[src/rtl/fault_srq_pkg.sv]
package fault_srq_pkg;

    localparam int NFLT    = 7;
    localparam int REG_W   = NFLT + 1;
    localparam int ADDR_W  = 7;
    localparam int BYTE_W  = 8;

    localparam int BIT_SPARE = 0;
    localparam int BIT_AC    = 1;
    localparam int BIT_OTEMP = 2;
    localparam int BIT_FOLD  = 3;
    localparam int BIT_OVOLT = 4;
    localparam int BIT_SHUT  = 5;
    localparam int BIT_OUTOF = 6;
    localparam int BIT_ENA   = 7;

    localparam logic [BYTE_W-1:0] CH_HDR  = 8'h49;
    localparam logic [BYTE_W-1:0] CH_ZERO = 8'h30;
    localparam logic [BYTE_W-1:0] CH_CR   = 8'h0D;

    typedef enum logic [1:0] {
        MSG_HDR  = 2'd0,
        MSG_TENS = 2'd1,
        MSG_ONES = 2'd2,
        MSG_CR   = 2'd3
    } msg_pos_e;

    typedef struct packed {
        logic [BYTE_W-1:0] tens;
        logic [BYTE_W-1:0] ones;
    } addr_txt_t;

    function automatic addr_txt_t addr_to_txt(input logic [ADDR_W-1:0] a);
        addr_txt_t r;
        logic [ADDR_W-1:0] t;
        logic [ADDR_W-1:0] o;
        t = a / ADDR_W'(10);
        o = a - t * ADDR_W'(10);
        r.tens = CH_ZERO + BYTE_W'(t);
        r.ones = CH_ZERO + BYTE_W'(o);
        return r;
    endfunction

    function automatic logic [BYTE_W-1:0] msg_byte(input msg_pos_e p, input addr_txt_t x);
        case (p)
            MSG_HDR:  return CH_HDR;
            MSG_TENS: return x.tens;
            MSG_ONES: return x.ones;
            default:  return CH_CR;
        endcase
    endfunction

endpackage

[src/rtl/fault_evt_reg.sv]
module fault_evt_reg
    import fault_srq_pkg::*;
(
    input  logic             clk,
    input  logic             rst,
    input  logic [NFLT-1:0]  fault_lvl,
    input  logic             en_wr,
    input  logic [REG_W-1:0] en_wdata,
    input  logic             clr_any,
    output logic [REG_W-1:0] en_q,
    output logic [REG_W-1:0] evt_q,
    output logic             trig
);

    logic [NFLT-1:0]  lvl_d;
    logic [NFLT-1:0]  rise;
    logic [NFLT-1:0]  hit;
    logic [REG_W-1:0] new_bits;
    logic [REG_W-1:0] evt_nx;

    always_comb begin
        rise     = fault_lvl & ~lvl_d;
        hit      = rise & en_q[REG_W-1:1];
        new_bits = {hit, 1'b0};
        evt_nx   = (clr_any ? '0 : evt_q) | new_bits;
        trig     = |hit;
    end

    always_ff @(posedge clk) begin
        if (rst) begin
            lvl_d <= '0;
            en_q  <= '0;
            evt_q <= '0;
        end else begin
            lvl_d <= fault_lvl;
            evt_q <= evt_nx;
            if (en_wr) en_q <= en_wdata;
        end
    end

    // spare bit never latches
    a_r8_spare_zero: assert property (@(posedge clk) disable iff (rst)
        evt_q[BIT_SPARE] == 1'b0);

    // without a clear, no set bit is ever dropped
    a_r4_sticky: assert property (@(posedge clk) disable iff (rst)
        !clr_any |=> ((evt_q & $past(evt_q)) == $past(evt_q)));

    // a clear with no fresh fault empties the byte
    a_r5_clear_all: assert property (@(posedge clk) disable iff (rst)
        (clr_any && hit == '0) |=> evt_q == '0);

    // a zero mask means nothing new appears
    a_r12_mask_zero: assert property (@(posedge clk) disable iff (rst)
        (en_q == '0) |=> ((evt_q & ~$past(evt_q)) == '0));

endmodule

[src/rtl/srq_msg_tx.sv]
module srq_msg_tx
    import fault_srq_pkg::*;
(
    input  logic              clk,
    input  logic              rst,
    input  logic              trig,
    input  logic [ADDR_W-1:0] addr,
    input  logic              tx_ready,
    output logic              tx_valid,
    output logic [BYTE_W-1:0] tx_data
);

    logic      busy;
    logic      pend;
    msg_pos_e  pos;
    addr_txt_t txt_q;

    always_ff @(posedge clk) begin
        if (rst) begin
            busy  <= 1'b0;
            pend  <= 1'b0;
            pos   <= MSG_HDR;
            txt_q <= '0;
        end else if (!busy) begin
            if (pend) begin
                busy  <= 1'b1;
                pos   <= MSG_HDR;
                txt_q <= addr_to_txt(addr);
                pend  <= trig;
            end else begin
                pend  <= trig;
            end
        end else begin
            pend <= pend | trig;
            if (tx_ready) begin
                if (pos == MSG_CR) busy <= 1'b0;
                else               pos  <= msg_pos_e'(pos + 2'd1);
            end
        end
    end

    always_comb begin
        tx_valid = busy;
        tx_data  = msg_byte(pos, txt_q);
    end

    // stalled byte is held
    a_r9_hold: assert property (@(posedge clk) disable iff (rst)
        (tx_valid && !tx_ready) |=> (tx_valid && $stable(tx_data)));

    // a gap follows the accepted carriage return
    a_r9_gap_after_cr: assert property (@(posedge clk) disable iff (rst)
        (tx_valid && tx_ready && tx_data == CH_CR) |=> !tx_valid);

    // every message opens with the header byte
    a_r9_hdr_first: assert property (@(posedge clk) disable iff (rst)
        $rose(tx_valid) |-> tx_data == CH_HDR);

endmodule

[src/rtl/fault_srq_top.sv]
module fault_srq_top
    import fault_srq_pkg::*;
(
    input  logic              clk,
    input  logic              rst,
    input  logic [NFLT-1:0]   fault_lvl,
    input  logic              en_wr,
    input  logic [REG_W-1:0]  en_wdata,
    input  logic              evt_rd,
    input  logic              clr_stat,
    input  logic              dev_rst,
    input  logic              pwr_up,
    input  logic [ADDR_W-1:0] addr,
    input  logic              tx_ready,
    output logic [REG_W-1:0]  en_q,
    output logic [REG_W-1:0]  evt_q,
    output logic              tx_valid,
    output logic [BYTE_W-1:0] tx_data
);

    logic clr_any;
    logic trig;

    assign clr_any = evt_rd | clr_stat | pwr_up;

    fault_evt_reg u_evt (
        .clk      (clk),
        .rst      (rst),
        .fault_lvl(fault_lvl),
        .en_wr    (en_wr),
        .en_wdata (en_wdata),
        .clr_any  (clr_any),
        .en_q     (en_q),
        .evt_q    (evt_q),
        .trig     (trig)
    );

    srq_msg_tx u_tx (
        .clk     (clk),
        .rst     (rst),
        .trig    (trig),
        .addr    (addr),
        .tx_ready(tx_ready),
        .tx_valid(tx_valid),
        .tx_data (tx_data)
    );

    // a lone device reset keeps every event bit
    a_r6_devrst_keep: assert property (@(posedge clk) disable iff (rst)
        (dev_rst && !clr_any) |=> ((evt_q & $past(evt_q)) == $past(evt_q)));

    // a lone device reset keeps the enable byte
    a_r6_devrst_en: assert property (@(posedge clk) disable iff (rst)
        (dev_rst && !en_wr) |=> $stable(en_q));

    // no write, no enable change
    a_r2_en_stable: assert property (@(posedge clk) disable iff (rst)
        !en_wr |=> $stable(en_q));

endmodule

[config.mk]
export PLATFORM = sky130hd
export DESIGN_NAME = fault_srq_top
export DESIGN_NICKNAME = d
export VERILOG_FILES = /design/src/rtl/fault_srq_pkg.sv /design/src/rtl/fault_evt_reg.sv /design/src/rtl/srq_msg_tx.sv /design/src/rtl/fault_srq_top.sv
export SDC_FILE = /design/constraint.sdc
export NUM_CORES = 1
export LEC_CHECK = 0
export BUFFER_PORTS_ARGS = -buffer_cell sky130_fd_sc_hd__buf_4
export CELL_PAD_IN_SITES_DETAIL_PLACEMENT = 1
export CELL_PAD_IN_SITES_GLOBAL_PLACEMENT = 1
export CORE_MARGIN = 2
export CORE_UTILIZATION = 35
export CTS_BUF_LIST = sky130_fd_sc_hd__clkbuf_8 sky130_fd_sc_hd__clkbuf_16
export CTS_CLUSTER_SIZE = 14
export DETAILED_ROUTE_END_ITERATION = 8
export MAX_ROUTING_LAYER = met4
export PLACE_DENSITY = 0.75
export SYNTH_ARGS = -nofsm -noshare
export SYNTH_HDL_FRONTEND = slang
export SYNTH_SLANG_ARGS = --single-unit
[constraint.sdc]
create_clock -name clk -period 4.6 [get_ports clk]
set_input_delay 0.92 -clock clk [delete_from_list [all_inputs] [get_ports clk]]
set_output_delay 0.92 -clock clk [all_outputs]
set_load 0.03 [all_outputs]
# Word-level counts from Yosys, hierarchy flattened
# Cells that the tools add are included.
[word_totals] register_bits=43 latchBits=0 ram_bits=0 rom_bits=0 inputBits=30 output_inout_bits=25 word_cells=43 n_memories=0
[classes] n_addsub=4 n_mul=1 n_div=1 n_lt_le_gt_ge=0 eq_ne=5 shifts=0 muxes=11 n_bitwise=8 reduce_logical=5
[op_table] op="case mux 8 bit (3 select lines)" n=1
[op_table] op="adder 6 x 7 -> 8 bit, first input constant" n=2
[op_table] op="bitwise AND 7 bit" n=2
[op_table] op="2-to-1 mux 2 bit" n=4
[op_table] op="2-to-1 mux 8 bit" n=1
[op_table] op="OR 8 bit" n=1
[op_table] op="divider 7 x 4 -> 7 bit, second input constant" n=1
[op_table] op="multiplier 7 x 3 -> 6 bit, second input constant" n=1
[op_table] op="NOT 7 bit" n=1
[op_table] op="OR reduction 7 bit" n=1
[op_table] op="subtractor 7 bit" n=1
[op_table] op="2-to-1 mux 1 bit" n=5
[op_table] op="equality test 2 bit, second input constant" n=2
[op_table] op="inequality test 2 bit, second input constant" n=2
[op_table] op="OR 1 bit" n=3
[op_table] op="AND reduction 3 bit" n=1
[op_table] op="adder 2 x 1 -> 2 bit, second input constant" n=1
[op_table] op="equality test 2 x 1 -> 1 bit, second input constant" n=1
[op_table] op="logical NOT 2 bit" n=1
[op_table] op="AND reduction 2 bit" n=1
[op_table] op="nonzero test 2 bit" n=1
[op_table] op="NOT 1 bit" n=1

# Longest topological paths before layout
# Gate-level depths: netlist (run 1).
[logic_depth] ltp_word=6 ltp_mapped=20 mapped_depth_nobuf=19

# By module
# A second synthesis (run 1) with hierarchy kept.
[unflattened] cells_unflattened=239 hier_area_um2=2123.3
[by_module_without_submodules] mod="srq_msg_tx" n_inst=1 cells_per_inst=165 area_each_um2=1343.8
[by_module_without_submodules] mod="fault_evt_reg" n_inst=1 cells_per_inst=73 area_each_um2=773.2
[by_module_without_submodules] mod="fault_srq_top" n_inst=1 cells_per_inst=1 area_each_um2=6.3

# Least setup slack after synthesis (run 1)
# No wires, ideal clock.
[synth_timing] kind="input port to flip-flop" start="input addr[3]" end="register u_tx.txt_q[6] (netlist bit)" setup_ps=79 arrival_ps=4715 slack_ps=-194 cell_stages=19 cell_sequence="clkbuf_1 nand2b_1 nor3_1 a221oi_2 inv_1 ha_1 nor2b_1 o21ai_0 o211ai_1 o211ai_2 ha_1 ha_1 inv_1 fa_1 ha_1 xor2_1 ha_1 xor3_1 a211oi_2"
[synth_via] elab_chain_cells=4
[synth_lines] element="from (decl)" line_no="fault_srq_top.sv:13" source="input logic [ADDR_W-1:0] addr,"
[synth_lines] element="divider 7 x 4 -> 7 bit" line_no="fault_srq_pkg.sv:37" source="t = a / ADDR_W'(10);"
[synth_lines] element="multiplier 7 x 3 -> 6 bit" line_no="fault_srq_pkg.sv:38" source="o = a - t * ADDR_W'(10);"
[synth_lines] element="subtractor 7 bit *" line_no="fault_srq_pkg.sv:38"
[synth_lines] element="adder 6 x 7 -> 8 bit *" line_no="fault_srq_pkg.sv:40" source="r.ones = CH_ZERO + BYTE_W'(o);"
[synth_lines] element="to (signal assigned)" line_no="srq_msg_tx.sv:28" source="txt_q <= addr_to_txt(addr);"
[synth_lines] element="to (decl)" line_no="srq_msg_tx.sv:16" source="addr_txt_t txt_q;"
# Every way passes the cells marked *; elsewhere a longest branch is shown, timed or not.
# A chain may end at the register's enable or synchronous reset.

# Worst setup path after layout (run 1)
[layout_timing] start="input addr[5]" end="register u_tx.txt_q[6] (netlist bit)"
# The elaborated chain is that of the path after synthesis.

==> impl_metrics.py, run 1 <==
metrics = {
    "status": {
        "run_status": "completed",
    },
    "clocking": {
        "cts.sink_count": 39,
        "ctsLongestPathBuffers": 2,
        "cts_hold_buf": 0,
        "cts_htree_levels": 2,
        "cts.root.buffer_cell": "clkbuf_8",
        "clock_latency_ps": 290,
        "clkTransAtPathRegs_ps": 70,
        "cts_tree": "yes",
        "cts_inserted_buffers": 5,
    },
    "finish": {
        "finish.net_count": 351,
        "final_core_utilization": 0.4860,
        "num_antenna_cells": 0,
        "layout_commonest_cell": "buf_4",
        "postLayoutCellArea_sq_um": 2826,
        "finish.cell_count_without_fillers": 381,
        "layout_cell_share_with_drive_strength_beyond_1": 0.3333,
        "area.growth.synth_to_final_pct": 36.33,
        "layout_common_cells": "buf_4, dfxtp_1, nor2_1",
    },
    "timing": {
        "max_slew_margin": 0.4389,
        "finalHoldViolations": 0,
        "max_slew.worst_pin.slew_ps": 835.2,
        "rsz_0062_raised_after_global_routing": "no",
        "finalSetupViolCount": 0,
        "totalNegativeSetupSlack_ps": 0,
        "clock_skew_ps": 9.359,
        "finalCriticalPeriod_ps": 4348,
        "fmaxAchievable_mhz": 230.0,
        "layout_worst_path_cycle_share": 0.9453,
        "finalMaxSlewViolations": 0,
    },
    "global_route": {
        "global_route_wire_length_before_repair_um": 8362,
        "grtUsageTotal": 0.1664,
        "number_of_antenna_violations_at_the_first_check_in_global_routing": 0,
        "grt_pass1_vias": 1826,
        "grt_residual_overflow": 0,
        "grt_start_max_net_pins": 41,
    },
    "routing": {
        "drt_iter0_markers": 34,
        "drt_first_pass_iters": 4,
        "dr_total_vias": 1832,
        "wire_per_inst_um": 14.19,
        "route.detailed.drc": 0,
        "post_route_wl_um": 5405,
        "vias_per_cell": 4.808,
        "drt_antenna_net_count": 0,
    },
    "place": {
        "hpwl_detailed_um": 4141,
        "dpl.cell_count": 370,
        "placedInstanceArea_sq_um": 2683,
        "placement.io_buffers": 52,
        "place.gp.congestion": 0.8078,
    },
    "critical_path": {
        "crit_path_max_incr_delay_ps": 420,
        "critical_path.startpoint_type": "input pin",
        "critical_path_required_ps": 4810,
        "criticalPathCategory": "in -> reg",
        "critPathArrivalTime_ps": 4560,
        "crit_path_cell_trace": "buf_4 -> nor2b_4 -> o31ai_1 -> a221oi_2 -> inv_1 -> ha_4 -> nor2b_4 -> o21ai_1 -> o211ai_1 -> o211ai_2 -> ha_2 -> ha_1 -> inv_2 -> fa_1 -> ha_4 -> or2_2 -> o22ai_4 -> xor3_1 -> a211oi_2",
        "critPathMaxFanout": 4,
        "crit_path_end_kind": "register",
        "critPathTopFamily": "adder cells",
        "timing.critical_path.slowest_stage_cell": "fa_1",
        "cp.buffers_inverters": 3,
    },
    "pwr": {
        "design_power_total_uw": 924.0,
        "power-per-cell-area_nw_per_um2": 326.9,
        "power_leakage_uw": 0.001288,
        "vdd_ir_drop_max_mv": 0.1760,
    },
    "synth": {
        "synth-seq-cells": 39,
        "library_cell_with_the_largest_summed_area_after_synthesis": "dfxtp_1",
        "synth_seq_area_share": 0.3766,
        "total_of_warnings_raised_by_yosys": 0,
        "synth_cell_type_count": 47,
        "post_synth_main_area_contributors": "dfxtp_1, ha_1, nor2_1, a21oi_1, nand2_1",
        "mappedNetlistArea_sq_um": 2073,
        "synth_largest_type_area_fraction": 0.3766,
        "syn-instance-count": 234,
        "synth_fp_nets": 280,
        "avgSynthCellArea_sq_um": 8.860,
    },
    "die": {
        "chipWidth_um": 80.97,
        "start_util": 0.3565,
        "floorplan.die.height_um": 80.97,
        "design.core.area_sq_um": 5816,
        "die_area_sq_um": 6555,
        "fp-row-count": 28,
        "design.portCount": 55,
    },
    "worst_hold_path": {
        "hold_wc_path_type": "reg -> reg",
    },
    "flow_run": {
        "maximum_capacitance_violations": 0,
    },
}
==> Yosys cell counts, drive strengths merged <==
| cell type | count |
|---|---|
| nand2 | 22 |
| xnor2 | 4 |
| nor2b | 12 |
| fa | 2 |
| a221oi | 1 |
| mux2i | 8 |
| nand2b | 4 |
| a21o | 2 |
| a21oi | 19 |
| o21ai | 4 |
| xor3 | 1 |
| xor2 | 2 |
| buf | 7 |
| nor3b | 1 |
| o31ai | 2 |
| dfxtp | 39 |
| a2bb2oi | 1 |
| a22oi | 3 |
| o22ai | 1 |
| or2 | 2 |
| o21a | 1 |
| conb | 1 |
| o32a | 1 |
| nor3 | 3 |
| a221o | 3 |
| o211ai | 2 |
| ha | 14 |
| maj3 | 1 |
| inv | 14 |
| a21bo | 1 |
| nor2 | 31 |
| o41ai | 1 |
| clkbuf | 5 |
| a311oi | 1 |
| a211oi | 6 |
| nand4 | 2 |
| nand3b | 9 |
| and2 | 1 |
==> tightest hold or removal path: stages (launching register included) <==
cell and delay [ps]:
dfxtp_1 310, nand2_1 50, a21oi_1 50
==> final cells by class <==
type | instances | area [sq um]
clock buffers | 5 | 68.82
fillers | 713 | 2989
well taps | 75 | 93.84
inverters | 14 | 52.55
multi-input cells | 169 | 1245
clock inverters | 3 | 15.01
repair buffers | 76 | 570.5
flip-flops and latches | 39 | 780.7
==> cells by family (layout without fill, tap and decap cells) <==
family	Yosys count	in the layout	share of synthesized area
buf+inv	26	98	0.05432
flops	39	39	0.3766
other cells	1	1	0.001809
mux	8	8	0.03863
simple gates	87	87	0.2076
xor+xnor	7	7	0.04044
fa+ha+maj	17	17	0.1086
compound gates	49	49	0.1720
==> path summary, 6_finish.rpt <==
check | start | endpoint | slack [ps] | cells past startpoint
max | addr[5] | u_tx.txt_q[6]$_SDFFE_PP0P_ | 250 | 19
min | u_tx.txt_q[0]$_SDFFE_PP0P_ | u_tx.txt_q[0]$_SDFFE_PP0P_ | 460 | 2
max reg2reg | u_tx.pend$_SDFF_PP0_ | u_tx.txt_q[5]$_SDFFE_PP0P_ | 3220 | 4
min reg2reg | u_tx.txt_q[0]$_SDFFE_PP0P_ | u_tx.txt_q[0]$_SDFFE_PP0P_ | 460 | 2
==> routing by layer <==
layer,share of wire,global-route usage,vias to the layer above
met5,0,-,-
met4,0.0046,0.03051,0
met3,0.029,0.02667,4
met2,0.49,0.2719,27
met1,0.48,0.2200,862
li1,-,-,939
==> through the flow <==
| step | setup WS, ps | hold slack (ps) |
|---|---|---|
| after floorplan | 10.69 | 436.2 |
| after global placement | -120.1 | 444.3 |
| after detailed placement | -297.2 | 450.2 |
| after CTS | 4.242 | 460.3 |
| after global routing | 11.69 | 482.1 |
| final | 251.5 | 459.0 |
==> sequential cells by signal (all words and copies together) (netlist names) <==
| name | flops |
|---|---|
| u_tx.txt_q | 13 |
| u_evt.en_q | 8 |
| u_evt.evt_q | 7 |
| u_evt.lvl_d | 7 |
| u_tx.pos | 2 |
| u_tx.pend | 1 |
| u_tx.tx_valid | 1 |
==> power by group <==
| group | switching, uW | internal [uW] |
|---|---|---|
| registers | 15.6 | 362 |
| logic | 160 | 165 |
| clock network | 118 | 104 |
| total | 293 | 631 |
==> what timing repair did <==
action,CTS,global route
endpoints found under the setup margin,0,2
hold endpoints to repair,0,0
buffers inserted,0,3
gates resized for setup,0,8
Note: power is estimated with default switching activity, not from simulation.
==> inputs of run 2 (changes only) <==
--- a/config.mk
+++ b/config.mk
@@ -5,16 +5,17 @@
 export SDC_FILE = /design/constraint.sdc
 export NUM_CORES = 1
 export LEC_CHECK = 0
+export ABC_AREA = 1
 export BUFFER_PORTS_ARGS = -buffer_cell sky130_fd_sc_hd__buf_4
 export CELL_PAD_IN_SITES_DETAIL_PLACEMENT = 1
 export CELL_PAD_IN_SITES_GLOBAL_PLACEMENT = 1
 export CORE_MARGIN = 2
-export CORE_UTILIZATION = 35
+export CORE_UTILIZATION = 33
 export CTS_BUF_LIST = sky130_fd_sc_hd__clkbuf_8 sky130_fd_sc_hd__clkbuf_16
 export CTS_CLUSTER_SIZE = 14
 export DETAILED_ROUTE_END_ITERATION = 8
 export MAX_ROUTING_LAYER = met4
-export PLACE_DENSITY = 0.75
+export PLACE_DENSITY = 0.74
 export SYNTH_ARGS = -nofsm -noshare
 export SYNTH_HDL_FRONTEND = slang
 export SYNTH_SLANG_ARGS = --single-unit
==> run 2 against run 1 <==
  * Utilization fell by 4.6 points
  * Hold slack improved by 6.6 ps
  * Cell count rose by 9.7%
  * Combinational power fell by 13%
  * First-iteration DRC count rose by 41%
  * Count of clock-buffer cells in the layout did not move
  * Maximum frequency rose by 4.6%
  * Sequential cell count did not move
  * Clock power barely moved
  * Wire length fell by 3.3%
  * Sequential share of layout area rose by 2.3 points
==> impl_metrics.py, run 2 <==
metrics = {
    "global_route": {
        "number_of_antenna_violations_at_the_first_check_in_global_routing": 0,
        "global_route_wire_length_before_repair_um": 8618,
        "grtUsageTotal": 0.1697,
        "grt_pass1_vias": 1930,
        "grt_start_max_net_pins": 23,
        "grt_residual_overflow": 0,
    },
    "pwr": {
        "power-per-cell-area_nw_per_um2": 340.1,
        "vdd_ir_drop_max_mv": 0.1500,
        "power_leakage_uw": 0.001315,
    },
    "synth": {
        "most_common_cell_in_the_synthesized_netlist": "nand2_1",
        "fraction_of_synthesis_flops_using_an_asynchronous_set_or_reset_pin": 0,
        "avgSynthCellArea_sq_um": 7.133,
        "library_cell_with_the_largest_summed_area_after_synthesis": "dfxtp_1",
        "synth_fp_nets": 330,
        "synth_largest_type_area_fraction": 0.3854,
        "post_synth_mux_area_share": 0,
        "post_synth_main_area_contributors": "dfxtp_1, nand2_1, ha_1, inv_1, nor2_1",
        "synth-seq-cells": 39,
        "ys_dominant_reg_cell": "dfxtp_1",
        "mappedNetlistArea_sq_um": 2026,
        "synthAdderAreaFrac": 0.1062,
        "synth_compound_area_frac": 0.1482,
        "synth_seq_area_share": 0.3854,
        "xor_and_xnor_fraction_of_the_mapped_netlist_area": 0.01729,
        "synth_common_cells": "nand2_1, inv_1, nor2_1, dfxtp_1, a21oi_1",
        "dominant_combinational_cell_family_by_area_after_synthesis": "simple AND/OR/NAND/NOR gates",
        "syn-instance-count": 284,
        "synth-edff-count": 0,
        "synth_cell_type_count": 28,
        "post_synth_and_or_nand_nor_area_fraction": 0.2384,
        "total_of_warnings_raised_by_yosys": 0,
    },
    "finish": {
        "num_antenna_cells": 0,
        "layout_common_cells": "buf_4, nand2_1, inv_1",
        "largest_reg_flops": 13,
        "filler_instances": 781,
        "layout_commonest_cell": "buf_4",
        "finish.net_count": 388,
        "biggestRegsByFlops": "u_tx.txt_q: 13 flops, u_evt.en_q: 8 flops",
        "largest_register": "u_tx.txt_q",
        "layout_cell_share_with_drive_strength_beyond_1": 0.2128,
        "area.growth.synth_to_final_pct": 28.60,
        "finish.cell_count_without_fillers": 418,
    },
    "die": {
        "fp-row-count": 28,
        "die_area_sq_um": 6782,
        "design.core.area_sq_um": 5921,
        "design.portCount": 55,
        "start_util": 0.3421,
        "chipWidth_um": 82.35,
        "floorplan.die.height_um": 82.35,
    },
    "clocking": {
        "clkTransAtPathRegs_ps": 80,
        "clock_latency_ps": 290,
        "post_cts.resized_instances": 0,
        "cts_inserted_buffers": 5,
        "cts_htree_levels": 2,
        "cts_tree": "yes",
        "cts.sink_count": 39,
        "cts_setup_buffers": 0,
        "cts.root.buffer_cell": "clkbuf_8",
        "ctsLongestPathBuffers": 2,
        "cts_hold_buf": 0,
    },
    "routing": {
        "wire_per_inst_um": 12.51,
        "vias_per_cell": 4.667,
        "drt_first_pass_iters": 4,
        "dr_total_vias": 1951,
        "route.detailed.drc": 0,
        "drt_iter0_markers": 48,
        "drt_antenna_net_count": 0,
        "post_route_wl_um": 5228,
    },
    "critical_path": {
        "critical_path.startpoint_type": "input pin",
        "crit_path_max_incr_delay_ps": 410,
        "timing.critical_path.slowest_stage_cell": "fa_1",
        "criticalPathCategory": "in -> reg",
        "worst-path-stages": 27,
        "regToRegSetupSlack_ps": 3270,
        "worstRegToRegCells": 7,
        "crit_path_end_kind": "register",
        "critPathArrivalTime_ps": 4350,
        "crit_end": "u_tx.txt_q[6]$_SDFFE_PP0P_",
        "critPathTopFamily": "adder cells",
        "crit_path_start": "addr[4]",
        "critPathMaxFanout": 5,
        "critical_path.reg2reg.endpoint": "u_tx.txt_q[7]$_SDFFE_PP0P_",
        "worstReg2RegStart": "u_tx.pend$_SDFF_PP0_",
        "cp.buffers_inverters": 6,
        "critical_path_required_ps": 4790,
    },
    "timing": {
        "finalHoldViolations": 0,
        "layout_worst_path_cycle_share": 0.9039,
        "clock_skew_ps": 4.377,
        "finalSetupViolCount": 0,
        "fmaxAchievable_mhz": 240.5,
        "finalCriticalPeriod_ps": 4158,
        "finalMaxSlewViolations": 0,
        "max_slew_margin": 0.4481,
        "max_slew.worst_pin.slew_ps": 821.6,
        "rsz_0062_raised_after_global_routing": "no",
        "totalNegativeSetupSlack_ps": 0,
    },
    "status": {
        "run_status": "completed",
    },
    "place": {
        "placement.io_buffers": 52,
        "hpwl_detailed_um": 4154,
        "dpl.cell_count": 410,
        "place.gp.congestion": 0.8215,
    },
    "worst_hold_path": {
        "hold_wc_path_type": "reg -> reg",
    },
    "flow_run": {
        "maximum_capacitance_violations": 0,
    },
}
## run 2: cell type report
| type | instances | area [sq um] | share of cell area |
|---|---|---|---|
| Multi-Input combinational cell | 192 | 1037 | 0.3982 |
| Sequential cell | 39 | 780.7 | 0.2997 |
| Timing Repair Buffer | 58 | 435.4 | 0.1671 |
| Inverter | 46 | 172.7 | 0.06628 |
| Tap cell | 75 | 93.84 | 0.03602 |
| Clock buffer | 5 | 68.82 | 0.02642 |
| Clock inverter | 3 | 16.27 | 0.006244 |
## run 2: per-layer routing
layer,up-vias,wire [um],GRT usage
met5,-,0,-
met2,27,2552,0.2863
met1,907,2462,0.2089
li1,1015,-,-
met3,2,179,0.03370
met4,0,34,0.04000
## run 2: worst min path at each step
stage,startpoint,to,slack (ps),depth (start not counted)
after floorplan,u_tx.txt_q[13]$_SDFFE_PP0P_,u_tx.txt_q[13]$_SDFFE_PP0P_,440,2
after global placement,u_evt.evt_q[2]$_SDFF_PP0_,u_evt.evt_q[2]$_SDFF_PP0_,450,2
after detailed placement,u_evt.evt_q[3]$_SDFF_PP0_,u_evt.evt_q[3]$_SDFF_PP0_,460,2
after CTS,u_evt.evt_q[3]$_SDFF_PP0_,u_evt.evt_q[3]$_SDFF_PP0_,470,2
after global routing,u_evt.evt_q[7]$_SDFF_PP0_,u_evt.evt_q[7]$_SDFF_PP0_,490,2
final,u_evt.evt_q[7]$_SDFF_PP0_,u_evt.evt_q[7]$_SDFF_PP0_,470,2
## run 2: kinds of logic (layout without fill, tap and decap cells)
family | after synthesis | in the layout
AOI/OAI and AO/OA | 56 | 56
xor gates and xnor gates | 4 | 4
adders and majority gates | 16 | 16
buffers and inverters | 53 | 112
DFF | 39 | 39
other | 1 | 1
and+or+nand+nor | 115 | 115
## run 2: metrics by stage
stage | instance area, sq um | setup slack, ps | power [uW] | util | hold slack, ps
2_1_floorplan | 2026 | 600.4 | 579.8 | - | 440.2
3_3_place_gp | 2520 | 241.1 | 665.2 | 0.4256 | 449.5
3_5_place_dp | 2520 | 128.8 | 674.8 | 0.4256 | 456.2
4_1_cts | 2605 | 415.0 | 903.1 | 0.4400 | 466.4
5_1_grt | 2605 | 142.1 | 957.9 | 0.4400 | 487.5
6_report | 2605 | 442.2 | 885.9 | 0.4400 | 465.7
## run 2: where the power goes
part | total [uW] | internal [uW] | switching, uW
registers | 382 | 366 | 15.3
clock network | 221 | 104 | 118
logic | 283 | 117 | 167
total | 886 | 587 | 299
## run 2: worst reg2reg max path, stage by stage, from the launching register on
cell and delay, ps:
dfxtp_1 350, inv_1 50, nor2_1 80, buf_4 240, inv_1 160, o21ai_0 200
nand2_1 70, a21oi_1 110
